`src/rtl/adc_seq.sv`:
```
module adc_seq #(
  parameter int RES_W        = 10,
  parameter int SAMPLE_TICKS = 4,
  parameter int CONV_TICKS   = 10
) (
  input  logic             clk,
  input  logic             rst_n,
  input  logic             ctrl_we,
  input  logic [7:0]       ctrl_wdata,
  input  logic             trig_we,
  input  logic [7:0]       trig_wdata,
  input  logic             irq_clr,
  input  logic [RES_W-1:0] test_value,
  output logic             conv_tick,
  output logic             samp_tick,
  output logic             busy,
  output logic             irq,
  output logic             cont_mode,
  output logic [RES_W-1:0] result
);
  localparam int MAXT   = (SAMPLE_TICKS > CONV_TICKS) ? SAMPLE_TICKS : CONV_TICKS;
  localparam int STEP_W = $clog2(MAXT) + 1;

  logic [4:0]        pre_cnt;
  logic [1:0]        conv_sel, samp_sel;
  logic [4:0]        cmask, smask;
  logic              sampling, done_once;
  logic [STEP_W-1:0] step;
  logic              set_mode, start_req, finish;

  always_comb begin
    case (conv_sel)
      2'd0: cmask = 5'd3;
      2'd1: cmask = 5'd7;
      2'd2: cmask = 5'd15;
      default: cmask = 5'd31;
    endcase
    case (samp_sel)
      2'd0: smask = 5'd1;
      2'd1: smask = 5'd7;
      2'd2: smask = 5'd15;
      default: smask = 5'd31;
    endcase
  end

  assign conv_tick = (pre_cnt & cmask) == cmask;
  assign samp_tick = (pre_cnt & smask) == smask;
  assign set_mode  = ctrl_we & ctrl_wdata[7] & ~cont_mode;
  assign start_req = ~busy & (trig_we | (set_mode & done_once));
  assign finish    = busy & ~sampling & conv_tick & (step == STEP_W'(CONV_TICKS - 1));

  always_ff @(posedge clk or negedge rst_n) begin
    if (!rst_n) begin
      pre_cnt   <= '0;
      conv_sel  <= 2'b01;
      samp_sel  <= 2'b00;
      cont_mode <= 1'b0;
    end else begin
      pre_cnt <= pre_cnt + 5'd1;
      if (ctrl_we) begin
        conv_sel  <= ctrl_wdata[1:0];
        samp_sel  <= ctrl_wdata[3:2];
        cont_mode <= ctrl_wdata[7];
      end
    end
  end

  always_ff @(posedge clk or negedge rst_n) begin
    if (!rst_n) begin
      busy      <= 1'b0;
      sampling  <= 1'b0;
      step      <= '0;
      done_once <= 1'b0;
      result    <= '0;
    end else if (start_req) begin
      busy     <= 1'b1;
      sampling <= 1'b1;
      step     <= '0;
    end else if (busy) begin
      if (sampling && samp_tick) begin
        if (step == STEP_W'(SAMPLE_TICKS - 1)) begin
          sampling <= 1'b0;
          step     <= '0;
        end else begin
          step <= step + 1'b1;
        end
      end else if (finish) begin
        result    <= test_value;
        done_once <= 1'b1;
        step      <= '0;
        sampling  <= 1'b1;
        busy      <= cont_mode | set_mode;
      end else if (!sampling && conv_tick) begin
        step <= step + 1'b1;
      end
    end
  end

  always_ff @(posedge clk or negedge rst_n) begin
    if (!rst_n)       irq <= 1'b0;
    else if (finish)  irq <= 1'b1;
    else if (irq_clr) irq <= 1'b0;
  end

  logic unused_ok;
  assign unused_ok = ^trig_wdata;
endmodule

```
`config.mk`:
```
export PLATFORM = sky130hd
export DESIGN_NAME = adc_seq
export DESIGN_NICKNAME = d
export VERILOG_FILES = /design/src/rtl/adc_seq.sv
export SDC_FILE = /design/constraint.sdc
export NUM_CORES = 1
export LEC_CHECK = 0
export BUFFER_PORTS_ARGS = -buffer_cell sky130_fd_sc_hd__buf_2
export CAP_MARGIN = 10
export CORE_MARGIN = 10
export CORE_UTILIZATION = 55
export CTS_BUF_LIST = sky130_fd_sc_hd__clkbuf_2 sky130_fd_sc_hd__clkbuf_4 sky130_fd_sc_hd__clkbuf_8
export DETAILED_ROUTE_END_ITERATION = 10
export PLACE_DENSITY = 0.86
export RECOVER_POWER = 100
export SYNTH_ARGS = -nofsm -noshare
export SYNTH_HDL_FRONTEND = slang
export SYNTH_SLANG_ARGS = --single-unit
```
`constraint.sdc`:
```
create_clock -name clk -period 4.4 [get_ports clk]
set_clock_uncertainty 0.05 [all_clocks]
set_input_delay 0.44 -clock clk [delete_from_list [all_inputs] [get_ports clk]]
set_output_delay 0.44 -clock clk [all_outputs]
set_load 0.05 [all_outputs]
```
==> run_results.csv, run 1 <==
group,metric,value,unit
synth,syn_area,1370,sq um
sta,clock.fmax,400,MHz
place,dp_hpwl,2290,um
detailed_routing,viasPerCell,5.63,
layout,final_nets,178,
global_routing,grt_use_total,13.1,%
detailed_routing,wl_per_cell,17.2,um
clock_network,clk_path_buf_depth,2,
sta,setup_viol,0,
clock_network,cts_buffers,5,
synth,async_reset_ff_share,100,%
layout,layout-drive-gt1-share,26.4,%
place,post-place-cells,167,
synth,synth-simple-area-share,12.5,%
synth,synth_xor_area_share,1.92,%
worst_setup_path,r2r-start,"step[1]$_DFFE_PN0P_",
floorplan,io_pins,46,
place,place_congestion,0.820,
global_routing,top_usage_layer,"met2",
synth,synth_cell_types,35,
synth,synth-main-ff-cell,"dfrtp_1",
layout,design_area,1550,sq um
synth,synth_edf_count,0,
synth,ys_warn_count,0,
hold_path,hold_end,"irq$_DFFE_PN0P_",
worst_setup_path,crit-reg2reg-capture,"step[1]$_DFFE_PN0P_",
outcome,violations,"capacitance limit, slew limit",
detailed_routing,drc_errors,0,
detailed_routing,drt_pass1_iterations,4,
global_routing,antenna_found_initial,0,
synth,synth_nets,139,
power,cellPowerDensity,440,nW/um^2
layout,insertedDiodeCount,0,
sta,timing.final.ws_setup,1.90,ns
global_routing,grtUsageMet1,13.9,%
clock_network,clk_latency,0.32,ns
synth,avgSynthCellArea,13.0,sq um
floorplan,die_h,69.8,um
worst_setup_path,worst_setup_path_end_kind,"flop",
synth,synth_compound_area_share,12.5,%
clock_network,cts_tree,"built",
power,leakage,0.700,nW
worst_setup_path,critical_path_arrival,2.64,ns
hold_path,hp-start,"irq_clr",
global_routing,grt_max_degree,30,
sta,finalHoldViolCount,0,
synth,ys_seq_area_share,53.2,%
detailed_routing,drt_wl_total,3000,um
clock_network,cts_setup_buffers,0,
place,place_ws,2.24,ns
clock_network,clk_pin_slew,0.08,ns
worst_setup_path,crit_chain,"inv_1 -> ha_1 -> nand4b_1 -> nor2_1 -> nand3_1 -> a32oi_1 -> nand2b_1 -> o22ai_1",
outcome,status,"complete, but fails checks",
worst_setup_path,critical_path_class,"flop to flop",
global_routing,grt_pass1_vias,1062,
global_routing,use_met3,4.29,%
layout,area_growth,13.5,%
flow_run,maxCapViolations,1,
worst_setup_path,cp.required,4.54,ns
sta,finalCritPeriodShare,56.8,%
synth,synth-seq-cells,29,
worst_setup_path,reg2regPathDepth,8,
synth,syn-instance-count,105,
clock_network,cts.sinks,29,
sta,period_minus_slack,2.50,ns
worst_setup_path,timing.critical_path.slowest_stage_cell,"a32oi_1",
floorplan,floorplan.initialDensity,56.2,%
clock_network,clockRootBuffer,"clkbuf_4",
global_routing,grt_util_met2,22.6,%
worst_setup_path,start_kind,"flop",
clock_network,htreeDepth,2,
detailed_routing,drt-initial-drc-count,18,
synth,synth_mux_area_share,14.2,%
synth,synth_top_family_by_area,"multiplexers",
place,placed_area,1560,sq um
worst_setup_path,critical_path.max_fanout,14,
global_routing,grt_pass1_wl,5180,um
detailed_routing,ant_nets,0,
floorplan,dieWidth,69.8,um
global_routing,overflow,0,
sta,slew_viol_final,30,
power,vdd_ir_drop_max,0.313,mV
worst_setup_path,cp_slowest_stage_delay,0.52,ns
clock_network,holdBufCountCts,0,
clock_network,cts-resized-gates,0,
sta,fin_tns_setup,0,ns
worst_setup_path,r2r_setup_slack,1.90,ns
place,port_buffers,34,
sta,worstMarginPinSlew,1.51,ns
floorplan,coreArea,2430,sq um
synth,synth_fa_ha_area_share,2.75,%
layout,fin_util,63.7,%
sta,grt_setup_unrepaired,"no",
detailed_routing,num_vias,980,
hold_path,hp-class,"primary input to flop",
hold_path,holdPathStages,2,
floorplan,die-area,4880,sq um
floorplan,rows,18,
sta,relSlewSlack,-0.683,%
layout,final_cells,174,
[synthesized netlist by cell type, types with 3 or more instances]
library cell | instances | area [sq um]
inv_1 | 6 | 22.5
dfrtp_1 | 28 | 701
o2bb2ai_1 | 4 | 35.0
ha_1 | 3 | 37.5
o21ai_0 | 5 | 25.0
nand2_1 | 5 | 18.8
mux2_4 | 7 | 105
mux2_2 | 7 | 78.8
nand2b_1 | 4 | 25.0
and3_1 | 4 | 25.0
[final cells by class]
type / instances / area (sq um)
Sequential cell: 29 / 727
Multi-Input combinational cell: 68 / 554
Clock buffer: 7 / 58.8
Fill cell: 208 / 882
Tap cell: 30 / 37.5
Inverter: 6 / 22.5
Timing Repair Buffer: 34 / 150
[registers in the layout, indices dropped and copies added (netlist names)]
name       cells
busy           1
pre_cnt        5
done_once      1
cont_mode      1
conv_sel       2
sampling       1
result        10
samp_sel       2
irq            1
step           5
[worst max-delay path, delay by kind of cell, from the launching register on]
| kind | cells | cell delay (ns) |
|---|---|---|
| AND/OR/NAND/NOR | 4 | 1.03 |
| AO/OA/AOI/OAI | 2 | 0.66 |
| flip-flops | 1 | 0.39 |
| adder cells (fa/ha/maj) | 1 | 0.15 |
| buffers and inverters | 1 | 0.09 |
[worst max path at each step]
stage	startpoint	end	slack, ns	cells past startpoint
after CTS	step[1]$_DFFE_PN0P_	step[1]$_DFFE_PN0P_	2.23	8
after detailed placement	step[1]$_DFFE_PN0P_	step[1]$_DFFE_PN0P_	2.24	8
after floorplan	busy$_DFF_PN0_	step[1]$_DFFE_PN0P_	2.57	6
after global routing	step[1]$_DFFE_PN0P_	step[1]$_DFFE_PN0P_	1.70	8
after global placement	step[1]$_DFFE_PN0P_	step[1]$_DFFE_PN0P_	2.38	8
final	step[1]$_DFFE_PN0P_	step[1]$_DFFE_PN0P_	1.90	8
[power breakdown]
group          internal, W  switching (W)  total, W
Combinational    0.0000614       0.000115  0.000177
Clock            0.0000814      0.0000832  0.000165
Sequential        0.000307      0.0000340  0.000341
[through the flow]
step / power, W / hold WS (ns)
after floorplan: 0.000476 / 0.0944
after global placement: 0.000518 / 0.406
after detailed placement: 0.000537 / 0.426
after CTS: 0.000703 / 0.0969
after global routing: 0.000724 / 0.244
final: 0.000682 / 0.255
[kinds of logic (layout without fill, tap and decap cells)]
kind of cell | count (synthesis) | in the layout
flops | 29 | 29
simple gates | 28 | 28
compound gates | 19 | 19
mux | 15 | 15
buf+inv | 8 | 47
fa+ha+maj | 3 | 3
xor+xnor | 3 | 3
[routing by layer]
metal | vias up | wire length (um) | part of all wire [%]
met3 | 8 | 142 | 4.7
met2 | 30 | 1630 | 54
met4 | 0 | 53 | 1.8
li1 | 454 | - | -
met1 | 488 | 1170 | 39
met5 | - | 0 | 0
[cells in the final DEF (no fill, tap or decap), drive strengths merged]
| master | count |
|---|---|
| a31oi | 1 |
| dfstp | 1 |
| o21ai | 7 |
| a2bb2oi | 1 |
| or2 | 1 |
| a32oi | 2 |
| nor2 | 2 |
| nand2 | 5 |
| xor2 | 1 |
| nor3 | 2 |
| clkbuf | 23 |
| nand4b | 1 |
| nand3 | 3 |
| a41oi | 2 |
| mux2 | 14 |
| ha | 3 |
| and3 | 6 |
| o2bb2ai | 4 |
| dfrtp | 28 |
| o22ai | 1 |
| mux2i | 1 |
| buf | 18 |
| xnor2 | 2 |
| inv | 6 |
| o21bai | 1 |
| nand2b | 5 |
| nor2b | 2 |
| and2b | 1 |
Note: power is estimated with default switching activity, not from simulation.
==> inputs of run 2 (changes only) <==
--- a/config.mk
+++ b/config.mk
@@ -5,13 +5,15 @@
 export SDC_FILE = /design/constraint.sdc
 export NUM_CORES = 1
 export LEC_CHECK = 0
+export ABC_AREA = 1
 export BUFFER_PORTS_ARGS = -buffer_cell sky130_fd_sc_hd__buf_2
 export CAP_MARGIN = 10
+export CORE_ASPECT_RATIO = 2
 export CORE_MARGIN = 10
-export CORE_UTILIZATION = 55
+export CORE_UTILIZATION = 47
 export CTS_BUF_LIST = sky130_fd_sc_hd__clkbuf_2 sky130_fd_sc_hd__clkbuf_4 sky130_fd_sc_hd__clkbuf_8
 export DETAILED_ROUTE_END_ITERATION = 10
-export PLACE_DENSITY = 0.86
+export PLACE_DENSITY = 0.78
 export RECOVER_POWER = 100
 export SYNTH_ARGS = -nofsm -noshare
 export SYNTH_HDL_FRONTEND = slang
==> constraint.sdc (replaced) <==
create_clock -name clk -period 2.1 [get_ports clk]
set_clock_uncertainty 0.05 [all_clocks]
set_input_delay 0.21 -clock clk [delete_from_list [all_inputs] [get_ports clk]]
set_output_delay 0.21 -clock clk [all_outputs]
set_load 0.05 [all_outputs]
==> run_results.csv, run 2 <==
group,metric,value,unit
worst_setup_path,critPathMostFrequentCell,"nand2_1",
synth,syn-instance-count,156,
synth,synth_fa_ha_area_share,2.68,%
worst_setup_path,critical_path_arrival,1.53,ns
layout,design_area,1670,sq um
synth,synth_edf_count,0,
worst_setup_path,timing.critical_path.slowest_stage_cell,"dfrtp_1",
synth,synth_top_area_share,50.0,%
global_routing,top_usage_layer,"met2",
synth,ys_warn_count,0,
detailed_routing,drt-initial-drc-count,17,
synth,synth_nets,190,
clock_network,clk_latency,0.29,ns
power,vdd_ir_drop_max,0.896,mV
layout,final_nets,229,
clock_network,cts_buffers,5,
floorplan,die-area,5690,sq um
global_routing,use_met3,3.80,%
sta,finalHoldViolCount,0,
detailed_routing,viasPerCell,5.01,
global_routing,grtUsageMet1,12.5,%
layout,layout_commonest_cell,"nand2_1",
sta,relSlewSlack,52.6,%
global_routing,grt_util_met2,19.7,%
global_routing,overflow,0,
synth,synth-seq-cells,29,
sta,period_minus_slack,1.79,ns
global_routing,grt_pass1_vias,1246,
hold_path,hp-start,"irq_clr",
sta,slew_viol_final,0,
layout,largest_register_ffs,10,
synth,avgSynthCellArea,8.97,sq um
synth,synth-simple-area-share,26.7,%
clock_network,cts_tree,"built",
sta,grt_setup_unrepaired,"no",
place,dp_hpwl,2360,um
clock_network,cts.sinks,29,
layout,fin_util,57.4,%
sta,setup_viol,0,
power,leakage,0.842,nW
worst_setup_path,cp.required,1.84,ns
floorplan,rows,28,
clock_network,cts_setup_buffers,0,
worst_setup_path,startpoint,"pre_cnt[2]$_DFF_PN0_",
worst_setup_path,critical_path_class,"flop to output pin",
global_routing,grt_max_degree,30,
floorplan,dieWidth,58.6,um
worst_setup_path,worst_setup_path_end_kind,"output pin",
clock_network,clockRootBuffer,"clkbuf_8",
layout,fill_cells,290,
synth,async_reset_ff_share,100,%
clock_network,clk_path_buf_depth,2,
floorplan,io_pins,46,
layout,layout-drive-gt1-share,20.9,%
synth,synth_xor_area_share,3.75,%
floorplan,die_h,97.2,um
worst_setup_path,critical_path.max_fanout,5,
layout,regMostFlops,"result",
power,cellPowerDensity,1060,nW/um^2
place,placed_area,1580,sq um
global_routing,grt_pass1_wl,5440,um
synth,yosysTopAreaCell,"dfrtp_1",
synth,synth_top_family_by_area,"simple AND/OR/NAND/NOR gates",
sta,worstMarginPinSlew,0.712,ns
worst_setup_path,cp_slowest_stage_delay,0.43,ns
synth,syn_area,1400,sq um
detailed_routing,ant_nets,0,
synth,synth-main-ff-cell,"dfrtp_1",
synth,yosys-top-cells-area,"dfrtp_1, nand2_1, inv_1",
synth,yosysMostFrequentCell,"nand2_1",
synth,synth_mux_area_share,2.41,%
synth,synth_cell_types,27,
detailed_routing,num_vias,1132,
floorplan,coreArea,2910,sq um
layout,insertedDiodeCount,0,
clock_network,clk_pin_slew,0.07,ns
layout,final_cell_mix,"nand2_1, dfrtp_1, buf_2",
synth,synth_compound_area_share,6.17,%
sta,fin_tns_setup,0,ns
sta,holdWs,0.0608,ns
global_routing,grt_use_total,11.9,%
place,port_buffers,34,
outcome,status,"completed",
synth,ys_seq_area_share,51.9,%
sta,clock.fmax,560,MHz
clock_network,htreeDepth,2,
layout,area_growth,19.2,%
detailed_routing,drt_wl_total,3110,um
detailed_routing,drt_pass1_iterations,3,
floorplan,floorplan.initialDensity,48.1,%
worst_setup_path,path_delay_family,"flip-flops",
global_routing,antenna_found_initial,0,
worst_setup_path,r2r-start,"step[0]$_DFFE_PN0P_",
hold_path,hp-class,"primary input to flop",
place,place_congestion,0.756,
sta,finalCritPeriodShare,85.1,%
layout,top_regs,"result: 10 flops, pre_cnt: 5 flops, step: 5 flops",
synth,synth_commonest_cells,"nand2_1, dfrtp_1, inv_1",
worst_setup_path,critPathBufInv,1,
detailed_routing,drc_errors,0,
flow_run,maxCapViolations,0,
worst_setup_path,start_kind,"flop",
worst_setup_path,crit_chain,"nand2_1 -> nor2_1 -> nand2_1 -> a21boi_0 -> clkbuf_2",
detailed_routing,wl_per_cell,13.8,um
## run 2: changes by cell type after synthesis, sizes merged, moves of 4 or more
cell     before  now
nand2         5   57
xor2          1    6
nand2b        5    0
nand4         0    5
o2bb2ai       4    0
nor2          2    8
inv           6   16
and3          6    0
mux2         14    3
nand3         3   11
## run 2: path summary, 6_finish.rpt
kind                                                 to  slack [ns]  cells past startpoint
worst max-delay path                          samp_tick        0.31                      5
worst min-delay path                    irq$_DFFE_PN0P_        0.06                      2
worst max register to register    done_once$_DFFE_PN0P_        0.37                      6
worst min register to register     pre_cnt[4]$_DFF_PN0_        0.42                      1
max in group asynchronous         result[3]$_DFFE_PN0P_        1.08                      2
min in group asynchronous       conv_sel[1]$_DFFE_PN0P_        0.45                      2
## run 2: layer usage
metal / part of all wire [%] / wire length, um
met1: 40 / 1230
met2: 52 / 1630
met3: 5.2 / 163
met4: 2.8 / 87
met5: 0 / 0
## run 2: area by class of cell
type                    count  area (sq um)  share of cell area (%)
well taps                  30          37.5                    2.25
repair buffers             35           164                    9.82
clock inverters             1          5.00                   0.300
multi-input cells         107           574                    34.4
clock buffers               7          96.3                    5.77
inverters                  17          65.1                    3.90
flip-flops and latches     29           727                    43.6
## run 2: timing repair
action	4_1_cts	5_1_grt
hold endpoints to repair	28	0
hold buffers	1	0
gates resized for setup	0	0
endpoints found under the setup margin	0	0
## run 2: power by group
part / internal [W] / leakage, nW / total [W] / switching [W]
Combinational: 0.000152 / 0.467 / 0.000515 / 0.000363
Clock: 0.000296 / 0.0542 / 0.000509 / 0.000214
Sequential: 0.000660 / 0.321 / 0.000751 / 0.0000906
Total: 0.00111 / 0.842 / 0.00177 / 0.000667
## run 2: kinds of logic after synthesis
kind of cell,count (synthesis)
flip-flops,29
buffers and inverters,20
AO/OA/AOI/OAI,13
adder cells (fa/ha/maj),3
AND/OR/NAND/NOR,82
XOR/XNOR,6
multiplexers,3
## run 2: stage by stage
step	power [W]	setup WS, ns	cells
final	0.00177	0.313	226
after global routing	0.00187	0.184	226
after CTS	0.00182	0.341	226
after detailed placement	0.00129	0.365	217
after global placement	0.00128	0.378	217
after floorplan	0.00115	0.0683	156
==> inputs of run 3 (changes only) <==
--- a/config.mk
+++ b/config.mk
@@ -9,11 +9,10 @@
 export BUFFER_PORTS_ARGS = -buffer_cell sky130_fd_sc_hd__buf_2
 export CAP_MARGIN = 10
 export CORE_ASPECT_RATIO = 2
-export CORE_MARGIN = 10
 export CORE_UTILIZATION = 47
 export CTS_BUF_LIST = sky130_fd_sc_hd__clkbuf_2 sky130_fd_sc_hd__clkbuf_4 sky130_fd_sc_hd__clkbuf_8
 export DETAILED_ROUTE_END_ITERATION = 10
-export PLACE_DENSITY = 0.78
+export PLACE_DENSITY = 0.81
 export RECOVER_POWER = 100
 export SYNTH_ARGS = -nofsm -noshare
 export SYNTH_HDL_FRONTEND = slang
==> run_results.csv, run 3 (synthesis gave the netlist of run 2 again) <==
group,metric,value,unit
layout,area_growth,21.4,%
detailed_routing,drt_wl_total,2750,um
worst_setup_path,r2r_setup_slack,0.35,ns
worst_setup_path,cp_slowest_stage_delay,0.44,ns
sta,worstMarginPinSlew,0.694,ns
sta,finalHoldViolCount,0,
floorplan,dieWidth,40.6,um
worst_setup_path,critPathMostFrequentCell,"nand2_1",
detailed_routing,drt_pass1_iterations,4,
flow_run,maxCapViolations,0,
power,intPower,0.00128,W
worst_setup_path,timing.critical_path.slowest_stage_cell,"dfrtp_1",
worst_setup_path,crit_chain,"nand2_1 -> nor2_1 -> nand2_1 -> a21boi_0 -> clkbuf_2",
sta,clock.fmax,564,MHz
global_routing,overflow,0,
floorplan,io_pins,46,
clock_network,htreeDepth,2,
clock_network,cts-resized-gates,0,
sta,fin_tns_setup,0,ns
power,vdd_ir_drop_max,0.770,mV
floorplan,floorplan.initialDensity,49.9,%
power,p_clk_share,35.6,%
layout,final_cell_mix,"nand2_1, dfrtp_1, buf_2",
layout,largest_register_ffs,10,
clock_network,cts.sinks,29,
sta,finalCritPeriodShare,84.4,%
global_routing,grt_use_total,21.5,%
place,place_congestion,0.733,
floorplan,rows,27,
layout,insertedDiodeCount,0,
worst_setup_path,critical_path_arrival,1.51,ns
place,port_buffers,34,
sta,relSlewSlack,53.8,%
worst_setup_path,critical_path.max_fanout,5,
floorplan,die_h,79.2,um
worst_setup_path,path_delay_family,"flip-flops",
power,pwr-share-seq,38.3,%
clock_network,clk_path_buf_depth,2,
worst_setup_path,critPathBufInv,1,
detailed_routing,drc_errors,0,
layout,top_regs,"result: 10 flops, pre_cnt: 5 flops, step: 5 flops",
detailed_routing,num_vias,1153,
clock_network,clk_latency,0.29,ns
place,dp_hpwl,2010,um
sta,grt_setup_unrepaired,"no",
worst_setup_path,critical_path_class,"flop to output pin",
global_routing,grt_pass1_vias,1157,
layout,fin_util,60.6,%
worst_setup_path,worst_setup_path_end_kind,"output pin",
layout,regMostFlops,"result",
detailed_routing,ant_nets,0,
power,p_sw,0.000668,W
floorplan,die-area,3210,sq um
worst_setup_path,cp.required,1.84,ns
hold_path,hp-class,"primary input to flop",
global_routing,grt_pass1_wl,4720,um
layout,final_nets,229,
clock_network,clockRootBuffer,"clkbuf_8",
sta,period_minus_slack,1.77,ns
sta,slew_viol_final,0,
power,cellPowerDensity,1150,nW/um^2
clock_network,holdBufCountCts,1,
power,switching_share,34.2,%
clock_network,clk_pin_slew,0.07,ns
global_routing,grt_max_degree,30,
power,pwr-share-comb,26.1,%
clock_network,cts_tree,"built",
detailed_routing,wl_per_cell,12.2,um
detailed_routing,viasPerCell,5.12,
layout,layout_commonest_cell,"nand2_1",
floorplan,coreArea,2800,sq um
clock_network,cts_buffers,5,
outcome,status,"completed",
worst_setup_path,start_kind,"flop",
power,leakage,0.856,nW
clock_network,cts_setup_buffers,0,
layout,layout-drive-gt1-share,21.4,%
global_routing,antenna_found_initial,0,
sta,setup_viol,0,
detailed_routing,drt-initial-drc-count,27,
## run 3: cell count changes in the layout (fill, tap and decap cells not counted)
cell	previous run	this run
bufinv_16	0	2
clkbuf_8	7	5
dfstp_1	1	0
dfstp_2	0	1
## run 3: cell type report
| class | count | area, sq um |
|---|---|---|
| clock buffers | 5 | 68.8 |
| repair buffers | 35 | 164 |
| well taps | 29 | 36.3 |
| clock inverters | 3 | 65.1 |
| multi-input cells | 107 | 574 |
| fillers | 263 | 1100 |
| flip-flops and latches | 29 | 727 |
| inverters | 17 | 65.1 |
## run 3: power groups by stage
stage | logic [W] | registers, W | clock network [W]
after floorplan | 0.000246 | 0.000905 | 0
after global placement | 0.000518 | 0.000750 | 0
after detailed placement | 0.000536 | 0.000752 | 0
after CTS | 0.000540 | 0.000746 | 0.000704
after global routing | 0.000562 | 0.000761 | 0.000727
final | 0.000510 | 0.000748 | 0.000694
## run 3: path summary, 6_finish.rpt
| kind | cells past startpoint | end | startpoint |
|---|---|---|---|
| max | 5 | samp_tick | pre_cnt[2]$_DFF_PN0_ |
| min reg2reg | 1 | pre_cnt[4]$_DFF_PN0_ | pre_cnt[4]$_DFF_PN0_ |
| max reg2reg | 6 | done_once$_DFFE_PN0P_ | step[0]$_DFFE_PN0P_ |
| min in group asynchronous | 2 | pre_cnt[3]$_DFF_PN0_ | rst_n |
| max in group asynchronous | 2 | step[4]$_DFFE_PN0P_ | rst_n |
| min | 2 | irq$_DFFE_PN0P_ | irq_clr |
## run 3: worst register-to-register path: cells and delay by family (launching register included)
kind	cells	cell delay (ns)
adders and majority gates	1	0.24
buffers and inverters	1	0.23
DFF	1	0.43
and+or+nand+nor	4	0.69
## run 3: metrics by stage
step	hold slack (ns)	std cells	area (sq um)	total power, W	setup WS [ns]
4_1_cts	0.0547	225	1730	0.00199	0.337
2_1_floorplan	-0.136	156	1400	0.00115	0.0683
5_1_grt	0.0792	225	1700	0.00205	0.175
6_report	0.0514	225	1700	0.00195	0.328
3_5_place_dp	0.229	216	1580	0.00129	0.345
3_3_place_gp	0.219	216	1580	0.00127	0.386
## run 3: layer usage
metal  part of all wire (%)  GRT usage, %  up-vias
met4                    2.3          10.0        0
li1                       -             -      567
met5                      0             0        -
met3                    5.1          5.03        6
met2                     52          36.2       40
met1                     40          23.3      540
